## config.mk

```make
export PLATFORM = sky130hd
export DESIGN_NAME = xonxoff_detect
export DESIGN_NICKNAME = d
export VERILOG_FILES = /design/src/rtl/fcd_pkg.sv /design/src/rtl/fcd_mask.sv /design/src/rtl/fcd_cmp.sv /design/src/rtl/xonxoff_detect.sv
export SDC_FILE = /design/constraint.sdc
export NUM_CORES = 1
export LEC_CHECK = 0
export BUFFER_PORTS_ARGS = -buffer_cell sky130_fd_sc_hd__buf_2
export CAP_MARGIN = 0
export CORE_UTILIZATION = 56
export DETAILED_ROUTE_END_ITERATION = 10
export PLACE_DENSITY = 0.87
export SLEW_MARGIN = 10
export SYNTH_ARGS = -nofsm -noshare
export SYNTH_HDL_FRONTEND = slang
export SYNTH_SLANG_ARGS = --single-unit
```

## constraint.sdc

```tcl
create_clock -name clk -period 4.5 [get_ports clk]
set_input_delay 0.9 -clock clk [delete_from_list [all_inputs] [get_ports clk]]
set_output_delay 0.9 -clock clk [all_outputs]
set_load 0.01 [all_outputs]
```

## src/rtl/fcd_pkg.sv

```systemverilog
package fcd_pkg;
    localparam int CW = 8;

    typedef enum logic [1:0] {
        K_NONE = 2'd0,
        K_OFF  = 2'd1,
        K_ON   = 2'd2
    } pend_kind_t;

    typedef struct packed {
        logic          pend_v;
        pend_kind_t    kind;
        logic [CW-1:0] pend;
        logic          carry_v;
        logic [CW-1:0] carry;
        logic          susp;
        logic          flag;
    } fcd_state_t;

    localparam int IDX_OFF1 = 0;
    localparam int IDX_OFF2 = 1;
    localparam int IDX_ON1  = 2;
    localparam int IDX_ON2  = 3;
    localparam int NREF     = 4;
endpackage

```

## src/rtl/fcd_mask.sv

```systemverilog
module fcd_mask #(
    parameter int CW    = 8,
    parameter int MINW  = 5
) (
    input  logic [1:0]    word_len,
    output logic [CW-1:0] mask
);
    localparam int LW = $clog2(CW + 1);

    logic [LW-1:0] nbits;

    always_comb begin
        nbits = LW'(MINW) + LW'(word_len);
        for (int i = 0; i < CW; i++) begin
            mask[i] = (LW'(i) < nbits);
        end
    end
endmodule

```

## src/rtl/fcd_cmp.sv

```systemverilog
module fcd_cmp #(
    parameter int CW = 8
) (
    input  logic [CW-1:0] ch,
    input  logic [CW-1:0] ref_ch,
    input  logic [CW-1:0] mask,
    output logic          hit
);
    assign hit = ((ch ^ ref_ch) & mask) == '0;
endmodule

```

## src/rtl/xonxoff_detect.sv

```systemverilog
module xonxoff_detect
    import fcd_pkg::*;
(
    input  logic          clk,
    input  logic          rst_n,
    input  logic          rx_valid,
    input  logic [CW-1:0] rx_data,
    input  logic [1:0]    word_len,
    input  logic          fc_en,
    input  logic          fc_pair,
    input  logic          spec_en,
    input  logic [CW-1:0] xon1,
    input  logic [CW-1:0] xon2,
    input  logic [CW-1:0] xoff1,
    input  logic [CW-1:0] xoff2,
    input  logic          xoff_ie,
    input  logic          int_en,
    input  logic          flag_clr,
    output logic          fifo_we,
    output logic [CW-1:0] fifo_data,
    output logic          tx_suspend,
    output logic          flow_flag,
    output logic          irq
);
    fcd_state_t    q, d;
    logic [CW-1:0] mask;
    logic [CW-1:0] refs [NREF];
    logic [NREF-1:0] hit;

    assign refs[IDX_OFF1] = xoff1;
    assign refs[IDX_OFF2] = xoff2;
    assign refs[IDX_ON1]  = xon1;
    assign refs[IDX_ON2]  = xon2;

    fcd_mask #(.CW(CW), .MINW(5)) u_mask (
        .word_len (word_len),
        .mask     (mask)
    );

    for (genvar g = 0; g < NREF; g++) begin : g_cmp
        fcd_cmp #(.CW(CW)) u_cmp (
            .ch     (rx_data),
            .ref_ch (refs[g]),
            .mask   (mask),
            .hit    (hit[g])
        );
    end

    logic          we_d;
    logic [CW-1:0] wd_d;

    always_comb begin
        d    = q;
        we_d = 1'b0;
        wd_d = '0;

        // release of a character displaced by a broken pair
        if (q.carry_v) begin
            we_d      = 1'b1;
            wd_d      = q.carry;
            d.carry_v = 1'b0;
        end

        if (flag_clr) d.flag = 1'b0;

        if (rx_valid) begin
            if (fc_en && !fc_pair) begin
                if (hit[IDX_OFF1]) begin
                    d.susp = 1'b1;
                    if (xoff_ie) d.flag = 1'b1;
                end else if (hit[IDX_ON1]) begin
                    d.susp = 1'b0;
                    d.flag = 1'b0;
                end else begin
                    we_d = 1'b1;
                    wd_d = rx_data;
                end
            end else if (fc_en) begin
                if (q.pend_v && q.kind == K_OFF && hit[IDX_OFF2]) begin
                    d.pend_v = 1'b0;
                    d.kind   = K_NONE;
                    d.susp   = 1'b1;
                    if (xoff_ie) d.flag = 1'b1;
                end else if (q.pend_v && q.kind == K_ON && hit[IDX_ON2]) begin
                    d.pend_v = 1'b0;
                    d.kind   = K_NONE;
                    d.susp   = 1'b0;
                    d.flag   = 1'b0;
                end else begin
                    if (q.pend_v) begin
                        we_d     = 1'b1;
                        wd_d     = q.pend;
                        d.pend_v = 1'b0;
                        d.kind   = K_NONE;
                    end
                    if (hit[IDX_OFF1] || hit[IDX_ON1]) begin
                        d.pend_v = 1'b1;
                        d.kind   = hit[IDX_OFF1] ? K_OFF : K_ON;
                        d.pend   = rx_data;
                    end else if (q.pend_v) begin
                        d.carry_v = 1'b1;
                        d.carry   = rx_data;
                    end else begin
                        we_d = 1'b1;
                        wd_d = rx_data;
                    end
                end
            end else begin
                we_d = 1'b1;
                wd_d = rx_data;
                if (spec_en && hit[IDX_OFF2]) d.flag = 1'b1;
            end
        end
    end

    always_ff @(posedge clk or negedge rst_n) begin
        if (!rst_n) begin
            q <= '0;
        end else begin
            q <= d;
        end
    end

    assign fifo_we    = we_d;
    assign fifo_data  = wd_d;
    assign tx_suspend = q.susp;
    assign flow_flag  = q.flag;
    assign irq        = q.flag & int_en;
endmodule

```

## Word-level counts from Yosys, hierarchy flattened

Index checks and enable logic that the tools add are counted.

| cells by class | value |
|---|---|
| order comparisons | 8 |
| reduce and logical (&&, ||, !) cells | 20 |
| eq/ne operators | 3 |
| mux-type cells | 43 |
| $add $sub $neg | 1 |
| bitwise operators | 13 |

Operators with widths:

| kind | number |
|---|---|
| 8-bit two-way mux | 11 |
| 9-bit two-way mux | 5 |
| 8-bit bitwise AND | 4 |
| 8-bit zero test | 4 |
| 8-bit XOR | 4 |
| 11-bit two-way mux | 2 |
| 3-bit by 4-bit less-than comparator with 1-bit output (first input constant) | 4 |
| 1-bit two-way mux | 15 |
| 2-bit two-way mux | 7 |
| 10-bit two-way mux | 1 |
| 1-bit by 4-bit less-than comparator with 1-bit output (first input constant) | 2 |
| 2-bit by 4-bit less-than comparator with 1-bit output (first input constant) | 2 |
| 4-bit AND reduction | 2 |
| 7-bit AND reduction | 1 |
| 1-bit logical AND | 6 |
| 3-bit two-way mux | 2 |
| 6-bit AND reduction | 1 |
| 3-bit by 2-bit adder with 4-bit output (first input constant) | 1 |
| 1-bit NOT | 4 |
| 4-bit nonzero test | 1 |
| 3-bit by 1-bit != test with 1-bit output (second input constant) | 1 |
| 3-bit AND reduction | 1 |
| 3-bit nonzero test | 1 |
| 2-bit by 1-bit == test with 1-bit output (second input constant) | 1 |
| other kinds (5) | 5 |

| storage, ports and cells | value |
|---|---|
| output and inout bits | 12 |
| word-level logic and storage cells | 95 |
| register bits after elaboration | 22 |

## Logic depth before layout (Yosys ltp)

| depth | value |
|---|---|
| depth after elaboration | 11 |
| mapped depth | 9 |
| mapped depth without buffers | 6 |

## By module

A second synthesis with hierarchy kept.

| second synthesis, totals | value |
|---|---|
| cells, all modules | 222 |
| area, all modules | 1986.9 µm² |

Modules (own cells, without submodules):

| module | instances | seq. area each (µm²) | cells each | area an instance (µm²) |
|---|---|---|---|---|
| xonxoff_detect | 1 | 550.5 | 161 | 1492.7 |
| fcd_cmp | 4 | 0.0 | 13 | 108.9 |
| fcd_mask | 1 | 0.0 | 9 | 58.8 |

## Worst setup path after synthesis

OpenSTA, ideal clock, no wires.

| timing | value |
|---|---|
| kind | input-to-output |
| from | input port rx_data[2] |
| to | output port fifo_data[6] |
| path slack | 1.137 ns |
| required time | 3.600 ns |
| stages | 9 |
| arrival | 2.463 ns |
| path through | buf_2 -> xnor2_1 -> o211ai_1 -> or3_1 -> buf_4 -> buf_2 -> a21oi_1 -> a311oi_1 -> o211ai_1 |

| between the ends | value |
|---|---|
| cells in the longest elaborated chain, start to end | 10 |
| elaborated cells between the ends (all ways) | 23 |
| those cells by class | mux: 8; bitwise: 8; reduce/logical: 7 |

Ends and longest elaborated chain:

| element | RTL line | RTL |
|---|---|---|
| start, declared | xonxoff_detect.sv:7 | `input logic [CW-1:0] rx_data,` |
| 8-bit XOR | fcd_cmp.sv:9 | `assign hit = ((ch ^ ref_ch) & mask) == '0;` |
| 8-bit bitwise AND | fcd_cmp.sv:9 |  |
| 8-bit zero test | fcd_cmp.sv:9 |  |
| 1-bit logical OR | xonxoff_detect.sv:96 | `if (hit[IDX_OFF1] \|\| hit[IDX_ON1]) begin` |
| 8-bit two-way mux | xonxoff_detect.sv:96 |  |
| 8-bit two-way mux | xonxoff_detect.sv:84 | `end else if (q.pend_v && q.kind == K_ON && hit[IDX_ON2]) begin` |
| 8-bit two-way mux | xonxoff_detect.sv:79 | `if (q.pend_v && q.kind == K_OFF && hit[IDX_OFF2]) begin` |
| 8-bit two-way mux | xonxoff_detect.sv:78 | `end else if (fc_en) begin` |
| 8-bit two-way mux (*) | xonxoff_detect.sv:67 | `if (fc_en && !fc_pair) begin` |
| 8-bit two-way mux (*) | xonxoff_detect.sv:66 | `if (rx_valid) begin` |
| end, declared | xonxoff_detect.sv:20 | `output logic [CW-1:0] fifo_data,` |

Every way passes the cells marked *; elsewhere a longest branch is shown, timed or not.

## Worst setup path in the final report

| timing | value |
|---|---|
| from | input port rx_data[7] |
| to | output port fifo_data[6] |

The elaborated chain is that of the path after synthesis.

==> results_dict.tcl <==
set metrics [dict create \
    row_count 21 \
    powerDensity_mw_per_mm2 259 \
    port_buffers 62 \
    timing.critical_path.fanout_max 13 \
    avgSynthCellArea_um2 8.62 \
    r2r_start "q[21]" \
    synth_compound_area_share_pct 32.9 \
    synthFlopType "dfrtp_1" \
    timing.fmax_ghz 0.249 \
    dr.pass1.iters 5 \
    cts_made_buffers 3 \
    peakVddDrop_uv 281 \
    via_per_inst 6.59 \
    fin_nets 338 \
    slew_headroom_pct 35.5 \
    synth_cell_types 46 \
    crit_slowest_cell "o211ai_1" \
    reg2reg_depth 6 \
    syn_area_mm2 0.00206 \
    hp-class "reg2reg" \
    wl_per_cell_um 17.4 \
    cp.required_ns 3.60 \
    tightest_slew_ns 0.964 \
    cap_viol_max_count 0 \
    synthMuxAreaShare_pct 9.23 \
    final_core_util_pct 69.9 \
    worst_clock_skew_ns 0.00171 \
    hp-start "q[12]" \
    pwr-share-comb_pct 28.4 \
    synth.most_common_cell "a21oi_1" \
    async_reset_ff_share_pct 100 \
    synth_cells 239 \
    ys_seq_elements 22 \
    setup_viol_count_final 0 \
    final.setup.tns_ns 0 \
    yosys.area_share.simple_pct 10.6 \
    io_pins 63 \
    syn_nets 290 \
    cts_root_buffer "clkbuf_8" \
    postCtsSetupBuffers 0 \
    synth_top_family_by_area "compound AO/OA/AOI/OAI gates" \
    hold_end "q[12]" \
    cts_sinks 22 \
    coreArea_mm2 0.00344 \
    p_clk_share_pct 29.8 \
    initial_core_util_pct 59.8 \
    p_sw_mw 0.186 \
    hold_path_depth 1 \
    area_growth_pct 16.9 \
    layout-drive-gt1-share_pct 32.5 \
    die_area_mm2 0.00392 \
    p_sw_share_pct 29.8 \
    endpoint_kind "primary output" \
    ctsLongestPathBuffers 2 \
    p_int_mw 0.439 \
    clkTransAtPathRegs_ns 0.08 \
    status "completed" \
    yosys-top-cells-area "dfrtp_1, mux2_2, a21oi_1" \
    final.min_clock_period_ns 4.01 \
    synth_warnings 0 \
    grt_start_max_net_pins 23 \
    antenna_found_initial 0 \
    crit_type "in2out" \
    seqPwrFrac_pct 41.8 \
    maxSlewViolCount 0 \
    cp.buffers_inverters 2 \
    gr-total-overflow 0 \
    power.static_leakage_nw 1.03 \
    cp-start-kind "input port" \
    cp.arrival_ns 3.11 \
    groute.usage.overall_pct 31.3 \
    period_share_pct 89.2 \
    die_y_um 62.6 \
    yosys-top-cells-count "a21oi_1, dfrtp_1, o211ai_1" \
    crit_path_frequent_cell "o211ai_1" \
    drt-initial-drc-count 179 \
    gp_congestion 0.901 \
    r2r_setup_slack_ns 1.79 \
    grt_pass1_wl_um 9750 \
    totalWireLength_um 5780 \
    n_antenna_cell 0 \
    postCtsResizedCells 0 \
    cts_tree "yes" \
    synthAdderAreaFrac_pct 0 \
    clk_latency_ns 0.26 \
    path_delay_family "compound AO/OA/AOI/OAI gates" \
    yosysTopAreaCell "dfrtp_1" \
    hpwlAfterDp_um 4300 \
    cts-htree-levels 1 \
    yosys.area.top_type_share_pct 26.7 \
    critPathMaxStageDelay_ns 0.77 \
    synth_edf_count 0 \
    fill_cells 298 \
    synth_xor_area_share_pct 13.6 \
    num_vias 2188 \
    final_hold_viol_count 0 \
    worstPathCellList "buf_2 -> xor2_1 -> a21oi_1 -> o211ai_1 -> and2_1 -> o211ai_1 -> o211ai_1 -> buf_2" \
    rsz0062_at_grt "false" \
    post-route-drc-count 0 \
    worstReg2RegEnd "q[17]" \
    ys_seq_area_share_pct 26.7 \
    fp.dieW_um 62.6 \
    cts_hold_buffers 0 \
    antenna_left 0 \
    grt_pass1_vias 2078 \
]
[power groups by stage]
| stage | combinational (mW) | sequential (mW) | clock, mW |
|---|---|---|---|
| 2_1_floorplan | 0.121 | 0.255 | 0 |
| 3_3_place_gp | 0.170 | 0.262 | 0 |
| 3_5_place_dp | 0.176 | 0.263 | 0 |
| 4_1_cts | 0.176 | 0.259 | 0.188 |
| 5_1_grt | 0.195 | 0.265 | 0.198 |
| 6_report | 0.177 | 0.261 | 0.186 |
[sequential cells by signal (all words and copies together), names as in the netlist]
name	count
q	20
flow_flag	1
tx_suspend	1
[stage by stage]
| stage | instances | hold slack, ns | setup WS, ns | total power, mW | area [um^2] |
|---|---|---|---|---|---|
| 2_1_floorplan | 239 | 0.480 | 1.14 | 0.376 | 2060 |
| 3_3_place_gp | 328 | 0.490 | 0.550 | 0.432 | 2340 |
| 3_5_place_dp | 328 | 0.502 | 0.544 | 0.439 | 2340 |
| 4_1_cts | 332 | 0.520 | 0.543 | 0.624 | 2410 |
| 5_1_grt | 332 | 0.531 | 0.313 | 0.657 | 2410 |
| 6_report | 332 | 0.516 | 0.487 | 0.624 | 2410 |
[how the worst max path moves through the flow]
stage / start / endpoint / slack, ns / cells past startpoint
finish: rx_data[7] / fifo_data[6] / 0.49 / 8
global route: rx_data[7] / fifo_data[2] / 0.31 / 8
CTS: rx_data[7] / fifo_data[6] / 0.54 / 8
detailed placement: rx_data[7] / fifo_data[6] / 0.54 / 8
global placement: word_len[1] / fifo_data[5] / 0.55 / 8
floorplan: rx_data[2] / fifo_data[6] / 1.14 / 9
[per-layer routing]
layer  track usage, %  wire, um  vias to the layer above
li1                 -         -                      997
met1             41.5      2490                     1057
met2             50.7      2680                      111
met3             6.75       407                       23
met4             9.59       200                        0
met5                0         0                        -
[cells by family after synthesis]
| logic type | count (synthesis) |
|---|---|
| XOR/XNOR | 32 |
| flip-flops | 22 |
| AO/OA/AOI/OAI | 98 |
| multiplexers | 17 |
| AND/OR/NAND/NOR | 40 |
| buffers and inverters | 30 |
[cells in the final DEF (no fill, tap or decap), drive strengths merged, types with 2 or more instances in the layout]
cell,n
mux2,16
a311oi,7
a31oi,2
a41oi,2
a21o,2
and2,2
nor3,3
nor2,8
nor4,2
nand2,15
xor2,17
a22o,2
buf,65
o21ai,12
o211ai,19
a211o,2
a211oi,2
a32oi,8
xnor2,15
nand3,3
inv,8
a21oi,32
dfrtp,22
nand4,2
clkbuf,3
[cell type report]
| class | count | area [um^2] | area share [%] |
|---|---|---|---|
| Multi-Input combinational cell | 187 | 1370 | 56.7 |
| Sequential cell | 22 | 551 | 22.9 |
| Clock buffer | 3 | 41.3 | 1.72 |
| Clock inverter | 1 | 30.0 | 1.25 |
| Tap cell | 46 | 57.6 | 2.39 |
| Timing Repair Buffer | 65 | 333 | 13.8 |
| Inverter | 8 | 30.0 | 1.25 |
No activity file was read; power rests on OpenSTA's default activity.
